<file path="src/rtl/hsr_pkg.sv">
package hsr_pkg;
  localparam int unsigned HALF_W = 24;
  localparam int unsigned AMT_W  = 8;
  localparam int unsigned N_HALF = 2;
endpackage

</file>
<file path="src/rtl/hsr_stage.sv">
// One mux level: conditional fixed shift by SH with zero fill.
module hsr_stage #(
  parameter int unsigned W  = 24,
  parameter int unsigned SH = 1
) (
  input  logic         en_i,
  input  logic [W-1:0] d_i,
  output logic [W-1:0] q_o
);
  logic [W-1:0] shifted;

  generate
    if (SH >= W) begin : g_full
      assign shifted = '0;
    end else begin : g_part
      assign shifted = {{SH{1'b0}}, d_i[W-1:SH]};
    end
  endgenerate

  assign q_o = en_i ? shifted : d_i;
endmodule

</file>
<file path="src/rtl/hsr_half_shifter.sv">
// Log-depth barrel on one half, with saturation to zero and a bypass.
module hsr_half_shifter #(
  parameter int unsigned HALF_W = 24,
  parameter int unsigned AMT_W  = 8
) (
  input  logic              en_i,
  input  logic [AMT_W-1:0]  amt_i,
  input  logic [HALF_W-1:0] d_i,
  output logic [HALF_W-1:0] q_o
);
  localparam int unsigned STG_RAW = $clog2(HALF_W);
  localparam int unsigned STG     = (STG_RAW > AMT_W) ? AMT_W : STG_RAW;

  logic [HALF_W-1:0] chain [STG+1];
  logic              ovf;

  assign chain[0] = d_i;

  generate
    for (genvar k = 0; k < STG; k++) begin : g_stg
      hsr_stage #(
        .W  (HALF_W),
        .SH (1 << k)
      ) u_stage (
        .en_i (amt_i[k]),
        .d_i  (chain[k]),
        .q_o  (chain[k+1])
      );
    end
  endgenerate

  // Distances at or past the half width empty the half.
  assign ovf = (32'(amt_i) >= HALF_W);

  always_comb begin
    if (!en_i)    q_o = d_i;
    else if (ovf) q_o = '0;
    else          q_o = chain[STG];
  end
endmodule

</file>
<file path="src/rtl/half_sel_shifter.sv">
module half_sel_shifter #(
  parameter int unsigned HALF_W = hsr_pkg::HALF_W,
  parameter int unsigned AMT_W  = hsr_pkg::AMT_W
) (
  input  logic [2*HALF_W-1:0] data_i,
  input  logic [AMT_W:0]      ctrl_i,
  output logic [2*HALF_W-1:0] data_o
);
  localparam int unsigned N_HALF = hsr_pkg::N_HALF;

  logic [AMT_W-1:0] amt;
  logic             sel;

  assign amt = ctrl_i[AMT_W-1:0];
  assign sel = ctrl_i[AMT_W];

  generate
    for (genvar h = 0; h < N_HALF; h++) begin : g_half
      logic en;
      assign en = (sel == 1'(h));
      hsr_half_shifter #(
        .HALF_W (HALF_W),
        .AMT_W  (AMT_W)
      ) u_half (
        .en_i  (en),
        .amt_i (amt),
        .d_i   (data_i[h*HALF_W +: HALF_W]),
        .q_o   (data_o[h*HALF_W +: HALF_W])
      );
    end
  endgenerate
endmodule

</file>
<file path="config.mk">
export PLATFORM = sky130hd
export DESIGN_NAME = half_sel_shifter
export DESIGN_NICKNAME = d
export VERILOG_FILES = /design/src/rtl/hsr_pkg.sv /design/src/rtl/hsr_stage.sv /design/src/rtl/hsr_half_shifter.sv /design/src/rtl/half_sel_shifter.sv
export SDC_FILE = /design/constraint.sdc
export NUM_CORES = 1
export LEC_CHECK = 0
export ABC_AREA = 1
export BUFFER_PORTS_ARGS = -buffer_cell sky130_fd_sc_hd__buf_2
export CAP_MARGIN = 40
export CELL_PAD_IN_SITES_DETAIL_PLACEMENT = 0
export CELL_PAD_IN_SITES_GLOBAL_PLACEMENT = 1
export CORE_UTILIZATION = 32
export DETAILED_ROUTE_END_ITERATION = 10
export GPL_TIMING_DRIVEN = 0
export PLACE_DENSITY = 0.87
export SLEW_MARGIN = 0
export SYNTH_ARGS = -nofsm -noshare
export SYNTH_HDL_FRONTEND = slang
export SYNTH_SLANG_ARGS = --single-unit
</file>
<file path="constraint.sdc">
create_clock -name vclk -period 1.5
set_input_delay 0.15 -clock vclk [all_inputs]
set_output_delay 0.15 -clock vclk [all_outputs]
set_load 0.05 [all_outputs]
</file>
* Yosys cells after proc, flatten, opt, wreduce, memory -nomap -nowiden
Index checks and enable logic that the tools add are counted.
Storage, ports and cells: output and inout bits 48, bits of input ports 57, register bits 0, word-level logic and storage cells 15
Cells by class: order comparisons 1, multiplexer cells 14
Operators with widths (number):
- 2-to-1 mux 24 bit | 14
- greater-or-equal comparator 8 x 5 -> 1 bit, second input constant | 1

* Longest topological paths before layout
Gate-level depths: netlist of the first run.
word-level depth 7, depth in mapped cells 10, depth with buffers taken out 9

* Cells and area by module
From an unflattened synthesis of the first run, not the netlist that was laid out.
Unflattened totals: cells, all modules 983, area total of the unflattened synthesis 4650.7 sq um
Modules (own cells, without submodules):
- hsr_half_shifter | sequential area each 0.0 sq um, cells an instance 135, times used 2, area each 656.9 sq um
- hsr_stage at g_half[0].u_half.g_stg[0].u_stage ... | sequential area each 0.0 sq um, cells an instance 77, times used 2, area each 375.4 sq um
- hsr_stage at g_half[0].u_half.g_stg[1].u_stage ... | sequential area each 0.0 sq um, cells an instance 76, times used 2, area each 366.6 sq um
- hsr_stage at g_half[0].u_half.g_stg[2].u_stage ... | sequential area each 0.0 sq um, cells an instance 74, times used 2, area each 347.8 sq um
- hsr_stage at g_half[0].u_half.g_stg[3].u_stage ... | sequential area each 0.0 sq um, cells an instance 69, times used 2, area each 325.3 sq um
- hsr_stage at g_half[0].u_half.g_stg[4].u_stage ... | sequential area each 0.0 sq um, cells an instance 60, times used 2, area each 251.5 sq um
- half_sel_shifter | sequential area each 0.0 sq um, cells an instance 1, times used 1, area each 3.8 sq um

* Worst setup path after synthesis of the first run
No wires, ideal clock.
path type in2out, start in ctrl_i[4], end out data_o[17], setup slack -600 ps, arrival 1950 ps, cell stages on the path 7, data required time 1350 ps, buffers on the path 2, cells stage by stage buf_4 > nand2_1 > nand3_2 > nor2_2 > nand2_2 > buf_6 > o21ai_0
On the way: word-level cells in the longest chain between the ends 3, elaborated cells on any way between the ends 4, classes of those cells order compare (1); mux (3)
Ends and longest elaborated chain:
- from (decl) | line half_sel_shifter.sv:6 | input logic [AMT_W:0] ctrl_i,
- greater-or-equal comparator 8 x 5 -> 1 bit or 2-to-1 mux 24 bit (tied branches) | line hsr_half_shifter.sv:33, hsr_stage.sv:20
- 2-to-1 mux 24 bit (*) | line hsr_half_shifter.sv:37 | else if (ovf) q_o = '0;
- 2-to-1 mux 24 bit (*) | line hsr_half_shifter.sv:36 | if (!en_i) q_o = d_i;
- to (decl) | line half_sel_shifter.sv:7 | output logic [2*HALF_W-1:0] data_o
Every way passes the cells marked *; elsewhere a longest branch is shown, timed or not.

* Worst setup path after layout of the first run
start in ctrl_i[0], end out data_o[5]
On the way: word-level cells in the longest chain between the ends 7, elaborated cells on any way between the ends 8, classes of those cells order compare (1); mux (7)
Ends and longest elaborated chain:
- 2-to-1 mux 24 bit (5 in a row) | line hsr_stage.sv:20 | assign q_o = en_i ? shifted : d_i;
- 2-to-1 mux 24 bit (*) | line hsr_half_shifter.sv:37
- 2-to-1 mux 24 bit (*) | line hsr_half_shifter.sv:36
Marked as above.

==> metrics.md, run 1 <==
| Metric | Value |
|---|---|
| Post-layout net count | `781` |
| Global-route usage over all layers | `33.57%` |
| Sequential cell count | `0` |
| Horizontal die dimension | `94.79 um` |
| Die boundary height | `94.79 um` |
| Initial DRT Pass Iterations | `5` |
| Design Power | `1893 uW` |
| Post-synth top area share | `39.60%` |
| DRT Wirelength | `16,720 um` |
| Hold Fails Final Rpt | `0` |
| Via count of the first global-routing pass | `4,508` |
| Net count after synthesis | `659` |
| Die area | `8985 sq um` |
| Hold Path Depth | `4` |
| Transition at the pin with the smallest max-transition slack | `0.4253 ns` |
| Post-synthesis average cell area | `4.577 sq um` |
| Area growth from synthesis to layout | `80.79%` |
| Hold-fix buffer count after cts | `0` |
| GR Overflow Total | `0` |
| Share of power burned in the clock network | `0%` |
| Layout clock buffers | `0` |
| Most instantiated library cell after synthesis | `sky130_fd_sc_hd__nand2_1` |
| Cell internal power dissipation | `668.9 uW` |
| Launch point of the worst hold path | `data_i[24]` |
| Number of setup violations in the final report | `28` |
| Run status | `finished, violations left` |
| Final HPWL from detailed placement | `11,520 um` |
| Start point of the critical path | `ctrl_i[0]` |
| Min cycle time layout | `1.609 ns` |
| Combinational power share | `100.0%` |
| Ant diodes | `0` |
| Pwr dens | `380.1 nW/um^2` |
| Synth warn | `0` |
| DRC violation total after the first TritonRoute iteration | `342` |
| CP required | `1.35 ns` |
| Dominant cell type by area after synthesis | `sky130_fd_sc_hd__nand3_1` |
| Share of layout cells above drive strength 1 | `47.51%` |
| Total negative setup slack | `-1.450 ns` |
| Final hold slack | `0.6637 ns` |
| Final Util | `60.32%` |
| Routed vias/inst | `6.197` |
| Count of standard-cell rows | `33` |
| Slew HR | `71.65%` |
| Type of the setup path with the least slack | `in2out` |
| Instance count of the mapped netlist | `602` |
| Initial standard-cell utilization of the core | `33.36%` |
| Startpoint types | `input port` |
| First-pass GRT wire length | `23,040 um` |
| Initial antenna violation count | `0` |
| Switching Fraction | `64.66%` |
| Commonest cells in the netlist | `259 x sky130_fd_sc_hd__nand2_1, 218 x sky130_fd_sc_hd__nand3_1, 18 x sky130_fd_sc_hd__buf_2, 17 x sky130_fd_sc_hd__o21ai_0, 16 x sky130_fd_sc_hd__a21oi_1` |
| Largest net degree at the start of global routing | `11` |
| Sequential standard cell area | `0 sq um` |
| I/O pin count | `105` |
| Post-placement worst setup slack | `-0.3347 ns` |
| Largest fanout on the critical path | `6` |
| Final Worst Setup Slack | `-0.1088 ns` |
| RSZ-0062 raised after global routing | `true` |
| Tcrit/Tclk final | `107.3%` |
| Average wire per cell in the routed design | `20.22 um` |
| Ranking of synthesized cells by area | `sky130_fd_sc_hd__nand3_1 40%, sky130_fd_sc_hd__nand2_1 35%, sky130_fd_sc_hd__buf_2 3.3%, sky130_fd_sc_hd__o21ai_0 3.1%, sky130_fd_sc_hd__a21oi_1 2.9%` |
| Category of the worst setup path capture point | `output pin` |
| Vias after detailed routing | `5,125` |
| Crit path DAT | `1.46 ns` |
| Max VDD drop | `0.1958 mV` |
| Synthesized area | `2755 sq um` |
| Net load switching power | `1224 uW` |
| Max-cap check violation count | `0` |
| Final count of pins violating max slew | `0` |
| Failing checks | `setup timing` |
| Final routed DRC violation total | `0` |
| Gp weighted congestion | `1.040` |
| Number of unique standard cell types used by synthesis | `24` |
| Number of I/O port buffers | `100` |
| Max frequency | `621.6 MHz` |
| Sequential area share after synthesis | `0%` |
| Final antenna-violating net count | `0` |
| Endpoint of the worst hold-timing path | `data_o[24]` |
| Static Leakage | `0.002462 uW` |
| Sequential cell fraction of total power | `0%` |
| Type of the tightest min-delay check | `in2out` |
| CORE AREA | `8258 sq um` |
## stage by stage
stage                     area, sq um  cells
after detailed placement         3441    807
final                            4981    827
after floorplan                  2809    602
after global routing             4981    827
after global placement           3441    807
after CTS                        3971    808
## what timing repair did
item | in CTS | in global routing
pin swaps | 18 | 41
resized for setup | 155 | 212
cloned | 1 | 3
endpoints found under the hold margin | 0 | 0
endpoints found under the setup margin | 48 | 48
setup buffers | 0 | 16
## kinds of logic (layout without fill, tap and decap cells)
kind of cell	after synthesis	in the layout	synth area share, %
buffers and inverters	61	181	12.08
AO/OA/AOI/OAI	51	51	10.04
AND/OR/NAND/NOR	490	490	77.88
## critical path, stage by stage
cell,delay [ns]
sky130_fd_sc_hd__buf_12,0.12
sky130_fd_sc_hd__buf_12,0.14
sky130_fd_sc_hd__clkbuf_16,0.17
sky130_fd_sc_hd__nand2_4,0.07
sky130_fd_sc_hd__nand3_4,0.10
sky130_fd_sc_hd__a21oi_4,0.18
sky130_fd_sc_hd__nand2_2,0.08
sky130_fd_sc_hd__o21ai_2,0.11
sky130_fd_sc_hd__nand2_1,0.08
sky130_fd_sc_hd__nand2_2,0.09
sky130_fd_sc_hd__buf_8,0.15
## placed cells by master (no fill, tap or decap), types with 2 or more instances in the layout
cell type	n
sky130_fd_sc_hd__nand2_1	215
sky130_fd_sc_hd__nand3_1	135
sky130_fd_sc_hd__nand3_2	79
sky130_fd_sc_hd__buf_2	57
sky130_fd_sc_hd__buf_6	51
sky130_fd_sc_hd__nand2_2	34
sky130_fd_sc_hd__buf_4	26
sky130_fd_sc_hd__o21ai_2	18
sky130_fd_sc_hd__nand2_4	12
sky130_fd_sc_hd__buf_8	9
sky130_fd_sc_hd__a21oi_2	9
sky130_fd_sc_hd__buf_12	8
sky130_fd_sc_hd__clkbuf_2	6
sky130_fd_sc_hd__o211ai_1	6
sky130_fd_sc_hd__a21oi_1	6
sky130_fd_sc_hd__nand4_1	5
sky130_fd_sc_hd__nand3_4	5
sky130_fd_sc_hd__inv_1	4
sky130_fd_sc_hd__inv_2	3
sky130_fd_sc_hd__inv_4	3
sky130_fd_sc_hd__nor2_4	3
sky130_fd_sc_hd__o21ai_4	3
sky130_fd_sc_hd__clkbuf_4	3
sky130_fd_sc_hd__o21ai_1	3
sky130_fd_sc_hd__clkbuf_16	3
sky130_fd_sc_hd__clkbuf_1	2
sky130_fd_sc_hd__nor2_2	2
sky130_fd_sc_hd__o21ai_0	2
sky130_fd_sc_hd__a21oi_4	2
## power by group through the flow
stage / clock network (uW) / logic (uW) / registers (uW)
after detailed placement: 0 / 1360 / 0
after global routing: 0 / 1990 / 0
final: 0 / 1890 / 0
after global placement: 0 / 1360 / 0
after CTS: 0 / 1540 / 0
after floorplan: 0 / 954 / 0
## cell type report
class / count / area, sq um
multi-input cells: 541 / 3237
fillers: 823 / 3277
well taps: 105 / 131.4
inverters: 13 / 77.57
plain buffers: 48 / 490.5
repair buffers: 120 / 1045
## layer usage
metal	vias to the layer above	track usage, %	wire length, um
li1	2305	-	-
met1	2345	41.71	6303
met2	397	58.75	7783
met3	78	1.369	1657
met4	0	16.54	978
met5	-	0	0
## worst max-delay path by stage
stage            endpoint  slack, ns  cells past startpoint
5_1_grt        data_o[28]      -0.18                     10
6_report        data_o[5]      -0.11                     11
3_5_place_dp    data_o[6]      -0.33                      9
3_3_place_gp    data_o[7]      -0.37                      9
4_1_cts         data_o[6]      -0.08                      9
2_1_floorplan  data_o[44]      -0.24                      7
Note: power is estimated with default switching activity, not from simulation.
==> run 2, diff against run 1 <==
--- a/config.mk
+++ b/config.mk
@@ -5,12 +5,11 @@
 export SDC_FILE = /design/constraint.sdc
 export NUM_CORES = 1
 export LEC_CHECK = 0
-export ABC_AREA = 1
 export BUFFER_PORTS_ARGS = -buffer_cell sky130_fd_sc_hd__buf_2
 export CAP_MARGIN = 40
 export CELL_PAD_IN_SITES_DETAIL_PLACEMENT = 0
 export CELL_PAD_IN_SITES_GLOBAL_PLACEMENT = 1
-export CORE_UTILIZATION = 32
+export CORE_UTILIZATION = 39
 export DETAILED_ROUTE_END_ITERATION = 10
 export GPL_TIMING_DRIVEN = 0
 export PLACE_DENSITY = 0.87
==> run 2 against run 1 <==
The flow still finishes with violations (setup timing). Power rose by 22%. Synthesized cell count down 42%. Area after synthesis up 9.0%. Core utilization increased by 21 points. Critical endpoint is now data_o[1]. Largest power group unchanged.
==> metrics.md, run 2 <==
| Metric | Value |
|---|---|
| Sequential standard cell area | `0 sq um (unchanged)` |
| Hold-fix buffer count after cts | `0 (unchanged)` |
| Routed vias/inst | `7.075 (+14%)` |
| Gp weighted congestion | `0.9425 (-9.4%)` |
| Synth warn | `0 (unchanged)` |
| Max VDD drop | `0.2829 mV (+45%)` |
| Most common library cell in the layout ignoring fill and taps | `sky130_fd_sc_hd__buf_6` |
| Synthesized area | `3004 sq um (+9.0%)` |
| Net count after synthesis | `404 (-39%)` |
| Post-synthesis average cell area | `8.657 sq um (+89%)` |
| Hold Fails Final Rpt | `0 (unchanged)` |
| Horizontal die dimension | `89.77 um (-5.3%)` |
| Type of the setup path with the least slack | `in2out` |
| Instance count of the mapped netlist | `347 (-42%)` |
| Transition at the pin with the smallest max-transition slack | `0.4162 ns (-0.009049 ns)` |
| Max-cap check violation count | `0 (unchanged)` |
| Type of the tightest min-delay check | `in2out` |
| Via count of the first global-routing pass | `3,993 (-11%)` |
| Tcrit/Tclk final | `127.5% (+20 points)` |
| Layout clock buffers | `0 (unchanged)` |
| Dominant cell type by area after synthesis | `sky130_fd_sc_hd__mux4_2` |
| Ranking of synthesized cells by area | `sky130_fd_sc_hd__mux4_2 29%, sky130_fd_sc_hd__mux2i_1 14%, sky130_fd_sc_hd__nand2_1 6.0%, sky130_fd_sc_hd__mux2_2 5.2%, sky130_fd_sc_hd__o221ai_1 2.6%` |
| Vias after detailed routing | `4,252 (-17%)` |
| GR Overflow Total | `0 (unchanged)` |
| Global-route usage over all layers | `37.25% (+3.7 points)` |
| Number of standard cells in the final layout excluding fillers | `601 (-27%)` |
| Pwr dens | `389.3 nW/um^2 (+2.4%)` |
| Cell count after placement | `548 (-32%)` |
| Number of setup violations in the final report | `48 (+71%)` |
| Number of I/O port buffers | `101 (+1.0%)` |
| Crit path DAT | `1.76 ns (+0.30 ns)` |
| Min cycle time layout | `1.912 ns (+0.3033 ns)` |
| Final Worst Setup Slack | `-0.4121 ns (-0.3033 ns)` |
| Post-layout net count | `561 (-28%)` |
| I/O pin count | `105 (unchanged)` |
| Sequential area share after synthesis | `0% (unchanged)` |
| Share of layout cells above drive strength 1 | `73.31% (+26 points)` |
| Post-synth top area share | `29.24% (-10 points)` |
| Largest fanout on the critical path | `5 (-1)` |
| Count of standard-cell rows | `31 (-6.1%)` |
| Sequential cell count | `0 (unchanged)` |
| Largest net degree at the start of global routing | `11 (unchanged)` |
| Design Power | `2313 uW (+22%)` |
| Startpoint types | `input port` |
| Initial antenna violation count | `0 (unchanged)` |
| Failing checks | `setup timing` |
| Average wire per cell in the routed design | `27.88 um (+38%)` |
| Initial DRT Pass Iterations | `7 (+2)` |
| Hold Path Depth | `3 (-1)` |
| Final routed DRC violation total | `0 (unchanged)` |
| CORE AREA | `7331 sq um (-11%)` |
| FILL cells | `411 (-50%)` |
| CP required | `1.35 ns (about the same)` |
| Die area | `8058 sq um (-10%)` |
| Slew HR | `72.25% (+0.60 points)` |
| First-pass GRT wire length | `23,430 um (+1.7%)` |
| DRT Wirelength | `16,750 um (+0.20%)` |
| Launch point of the worst hold path | `data_i[41]` |
| Category of the worst setup path capture point | `output pin` |
| Max frequency | `523.0 MHz (-16%)` |
| Endpoint of the worst hold-timing path | `data_o[41]` |
| Final count of pins violating max slew | `0 (unchanged)` |
| Final antenna-violating net count | `0 (unchanged)` |
| Most used cells in the layout excluding fill and tap cells | `51 x sky130_fd_sc_hd__buf_6, 50 x sky130_fd_sc_hd__buf_4, 48 x sky130_fd_sc_hd__buf_2` |
| Area growth from synthesis to layout | `97.79%` |
| Number of unique standard cell types used by synthesis | `54 (+130%)` |
| DRC violation total after the first TritonRoute iteration | `500 (+46%)` |
| Run status | `finished, violations left` |
| Die boundary height | `89.77 um (-5.3%)` |
| Most instantiated library cell after synthesis | `sky130_fd_sc_hd__nand2_1` |
| Initial standard-cell utilization of the core | `40.98% (+7.6 points)` |
| Static Leakage | `0.002353 uW (-4.4%)` |
| Ant diodes | `0 (unchanged)` |
| Commonest cells in the netlist | `48 x sky130_fd_sc_hd__nand2_1, 41 x sky130_fd_sc_hd__mux2i_1, 39 x sky130_fd_sc_hd__mux4_2, 15 x sky130_fd_sc_hd__buf_2, 15 x sky130_fd_sc_hd__o21ai_0` |
| Final HPWL from detailed placement | `10,950 um (-4.9%)` |
| RSZ-0062 raised after global routing | `true` |
| Final hold slack | `0.6862 ns (+0.02248 ns)` |
## run 2: changes by cell type after synthesis, sizes merged, moves of 9 or more
cell    previous run  this run
mux2i              0        41
mux2               0        14
nand2            261        48
o221ai             0         9
mux4               0        41
buf               37        23
nand3            219         8
o21ai             26        15
a21oi             17         7
nor2               5        14
## run 2: worst max-delay path by stage
stage / from / endpoint / slack (ns) / cells after the start
finish: ctrl_i[1] / data_o[1] / -0.41 / 6
global route: ctrl_i[1] / data_o[1] / -0.43 / 6
CTS: ctrl_i[1] / data_o[1] / -0.41 / 6
detailed placement: ctrl_i[8] / data_o[11] / -0.91 / 7
global placement: ctrl_i[8] / data_o[11] / -0.92 / 7
floorplan: ctrl_i[1] / data_o[24] / -0.47 / 6
## run 2: worst max-delay path: stages
cell and delay, ns:
sky130_fd_sc_hd__buf_12 0.11, sky130_fd_sc_hd__buf_12 0.13, sky130_fd_sc_hd__mux4_2 0.52, sky130_fd_sc_hd__mux2_4 0.31, sky130_fd_sc_hd__a311o_2 0.38, sky130_fd_sc_hd__buf_8 0.15
## run 2: routing by layer
metal  global-route usage [%]  share of wire, %  vias to the layer above
li1                         -                 -                     1732
met1                    50.91                37                     2044
met2                    61.09                47                      403
met3                    6.599                13                       73
met4                    8.880               3.8                        0
met5                        0                 0                        -
## run 2: per-stage QoR
| step | utilization [%] | setup TNS, ns | setup slack [ns] | cell area (sq um) |
|---|---|---|---|---|
| 4_1_cts | 74.71 | -12.47 | -0.4109 | 5477 |
| 6_report | 81.05 | -12.45 | -0.4121 | 5942 |
| 2_1_floorplan | - | -9.287 | -0.4684 | 3805 |
| 5_1_grt | 81.05 | -13.92 | -0.4347 | 5942 |
| 3_5_place_dp | 60.64 | -27.10 | -0.9132 | 4446 |
| 3_3_place_gp | 60.49 | -26.96 | -0.9172 | 4434 |
## run 2: final cells by class
| type | instances | area, sq um | area share, % |
|---|---|---|---|
| Buffer | 35 | 449.2 | 7.559 |
| Tap cell | 99 | 123.9 | 2.085 |
| Timing Repair Buffer | 156 | 1443 | 24.28 |
| Inverter | 7 | 26.28 | 0.4422 |
| Multi-Input combinational cell | 304 | 3900 | 65.63 |
## run 2: repair_timing
action                                  CTS  global route
pin swaps                                14            14
cloned                                    2             5
buffers inserted                         30            18
gates resized for setup                 192            66
endpoints found under the setup margin   48            48
## run 2: cells by family (layout without fill, tap and decap cells)
| kind of cell | after synthesis | count (layout) | synth area share [%] |
|---|---|---|---|
| compound gates | 90 | 90 | 21.91 |
| simple gates | 118 | 118 | 20.28 |
| buf+inv | 43 | 198 | 7.913 |
| mux | 96 | 96 | 49.90 |
## run 2: power by group
| group | switching [uW] | internal, uW |
|---|---|---|
| logic | 1280 | 1030 |
| registers | 0 | 0 |
| clock network | 0 | 0 |
==> run 3, diff against run 2 <==
==> constraint.sdc (replaced) <==
create_clock -name vclk -period 1.5
set_input_delay 0.15 -clock vclk [all_inputs]
set_output_delay 0.15 -clock vclk [all_outputs]
set_load 0.005 [all_outputs]
==> run 3 against run 2 <==
The flow still finishes with violations (setup timing). Worst setup slack worse by 0.0085 ns. Critical endpoint is now data_o[2]. Core utilization down 14 points. Maximum frequency down 0.44%. Wire length down 6.8%. Non-clock buffer count down 14. Sequential share of layout area unchanged. Worst hold slack worse by 0.070 ns.
==> metrics.md, run 3 (synthesis gave the netlist of run 2 again) <==
| Metric | Value |
|---|---|
| Die boundary height | `89.77 um (unchanged)` |
| RSZ-0062 raised after global routing | `true` |
| Most common library cell in the layout ignoring fill and taps | `sky130_fd_sc_hd__buf_2` |
| Static Leakage | `0.002052 uW (-13%)` |
| FILL cells | `557 (+36%)` |
| Crit path DAT | `1.77 ns (about the same)` |
| Area growth from synthesis to layout | `64.43%` |
| Largest fanout on the critical path | `10 (+5)` |
| CORE AREA | `7331 sq um (unchanged)` |
| Tcrit/Tclk final | `128.0% (+0.57 points)` |
| I/O pin count | `105 (unchanged)` |
| Slew HR | `52.14% (-20 points)` |
| Layout clock buffers | `0 (unchanged)` |
| Gp weighted congestion | `0.9831 (+4.3%)` |
| Transition at the pin with the smallest max-transition slack | `0.7179 ns (+0.3017 ns)` |
| GR Util met3 | `8.629% (+2.0 points)` |
| Via count of the first global-routing pass | `3,969 (-0.60%)` |
| Total buffers and inverters traversed by the critical path | `4 (+1)` |
| Initial DRT Pass Iterations | `6 (-1)` |
| Sequential standard cell area | `0 sq um (unchanged)` |
| Cell count after placement | `547 (-0.18%)` |
| Initial antenna violation count | `0 (unchanged)` |
| Count of standard-cell rows | `31 (unchanged)` |
| Hold Fails Final Rpt | `0 (unchanged)` |
| Failing checks | `setup timing` |
| Run status | `finished, violations left` |
| Post-route cell area | `4940 sq um (-17%)` |
| Min cycle time layout | `1.921 ns (+0.008482 ns)` |
| Final HPWL from detailed placement | `10,280 um (-6.2%)` |
| Max VDD drop | `0.1795 mV (-37%)` |
| DRT Wirelength | `15,610 um (-6.8%)` |
| Most used cells in the layout excluding fill and tap cells | `98 x sky130_fd_sc_hd__buf_2, 42 x sky130_fd_sc_hd__nand2_1, 41 x sky130_fd_sc_hd__mux4_2` |
| Final Worst Setup Slack | `-0.4206 ns (-0.008482 ns)` |
| Post-layout net count | `548 (-2.3%)` |
| Final count of pins violating max slew | `0 (unchanged)` |
| CP required | `1.35 ns (about the same)` |
| Slowest library cell on the worst path | `sky130_fd_sc_hd__nor4_1` |
| Routing usage on met1 | `45.85% (-5.1 points)` |
| Met2 Track Usage GR | `56.47% (-4.6 points)` |
| Pwr dens | `345.8 nW/um^2 (-11%)` |
| Placed cell areas | `3729 sq um (-16%)` |
| Critical Path Stages | `8 (+2)` |
| Type of the setup path with the least slack | `in2out` |
| Largest stage delay on the critical path | `0.38 ns (-0.14 ns)` |
| Final routed DRC violation total | `0 (unchanged)` |
| Global-route usage over all layers | `35.44% (-1.8 points)` |
| Die area | `8058 sq um (unchanged)` |
| Average wire per cell in the routed design | `26.55 um (-4.8%)` |
| Horizontal die dimension | `89.77 um (unchanged)` |
| Crit-path cells | `buf_6 > buf_8 > buf_6 > mux2i_1 > o22ai_2 > nor4_1 > o41ai_2 > buf_2` |
| Final antenna-violating net count | `0 (unchanged)` |
| Vias after detailed routing | `4,320 (+1.6%)` |
| First-pass GRT wire length | `22,520 um (-3.9%)` |
| Hold Path Depth | `4 (+1)` |
| Startpoint types | `input port` |
| Type of the tightest min-delay check | `in2out` |
| Largest net degree at the start of global routing | `11 (unchanged)` |
| GR Overflow Total | `0 (unchanged)` |
| Initial standard-cell utilization of the core | `40.98% (unchanged)` |
| Most frequent cell on the critical path | `sky130_fd_sc_hd__buf_6` |
| Category of the worst setup path capture point | `output pin` |
| Routed vias/inst | `7.347 (+3.8%)` |
| Final Util | `67.38% (-14 points)` |
| Cell family with most CP delay | `buffers and inverters` |
| Most crowded layer after global routing | `met2` |
| DRC violation total after the first TritonRoute iteration | `760 (+52%)` |
| Number of I/O port buffers | `101 (unchanged)` |
| Ant diodes | `0 (unchanged)` |
| Max-cap check violation count | `0 (unchanged)` |
| Max frequency | `520.7 MHz (-0.44%)` |
| Number of setup violations in the final report | `42 (-13%)` |
| Number of standard cells in the final layout excluding fillers | `588 (-2.2%)` |
| Share of layout cells above drive strength 1 | `64.83% (-8.5 points)` |
| Sequential cell count | `0 (unchanged)` |
-- run 3: cell count changes in the layout (fill, tap and decap cells not counted), moves of 5 or more --
cell / before / now
sky130_fd_sc_hd__o2bb2ai_4: 6 / 0
sky130_fd_sc_hd__o21ai_1: 1 / 8
sky130_fd_sc_hd__o221ai_4: 9 / 0
sky130_fd_sc_hd__buf_2: 48 / 98
sky130_fd_sc_hd__buf_4: 50 / 29
sky130_fd_sc_hd__o21ai_4: 10 / 1
sky130_fd_sc_hd__o221ai_2: 0 / 5
sky130_fd_sc_hd__buf_6: 51 / 14
sky130_fd_sc_hd__buf_8: 9 / 2
-- run 3: final timing paths --
check             startpoint         end  slack (ns)
setup / recovery   ctrl_i[2]   data_o[2]       -0.42
hold / removal    data_i[24]  data_o[24]        0.62
-- run 3: layout make-up --
type                       count  area [sq um]  share of cell area [%]
timing repair buffer         142          1005                   20.34
multi-input combinational    305          3338                   67.58
tap                           99         123.9                   2.508
inverter                       7         33.78                  0.6839
buffer                        35         439.2                   8.891
-- run 3: per-layer routing --
| metal | vias up | share of wire [%] |
|---|---|---|
| met5 | - | 0 |
| met4 | 0 | 5.5 |
| met3 | 112 | 14 |
| met2 | 436 | 45 |
| met1 | 2060 | 35 |
| li1 | 1712 | - |
-- run 3: timing repair --
action / CTS / global route
gates resized for setup: 129 / 78
buffers inserted: 25 / 11
endpoints found under the setup margin: 48 / 48
pin swaps: 27 / 35
hold buffers: 0 / 0
gates cloned: 5 / 1
-- run 3: stage by stage --
step                      hold WS (ns)  total power (uW)  setup slack, ns  setup TNS [ns]
after global placement          0.5902              1160          -0.6686          -22.25
after global routing            0.6498              1754          -0.4790          -11.81
after CTS                       0.6167              1472          -0.3294          -8.608
after floorplan                 0.3938             747.3          -0.1280         -0.9955
after detailed placement        0.5965              1172          -0.6671          -22.55
final                           0.6165              1708          -0.4206          -10.64
-- run 3: where the power goes --
part | internal, uW | switching (uW)
clock network | 0 | 0
registers | 0 | 0
logic | 840 | 868
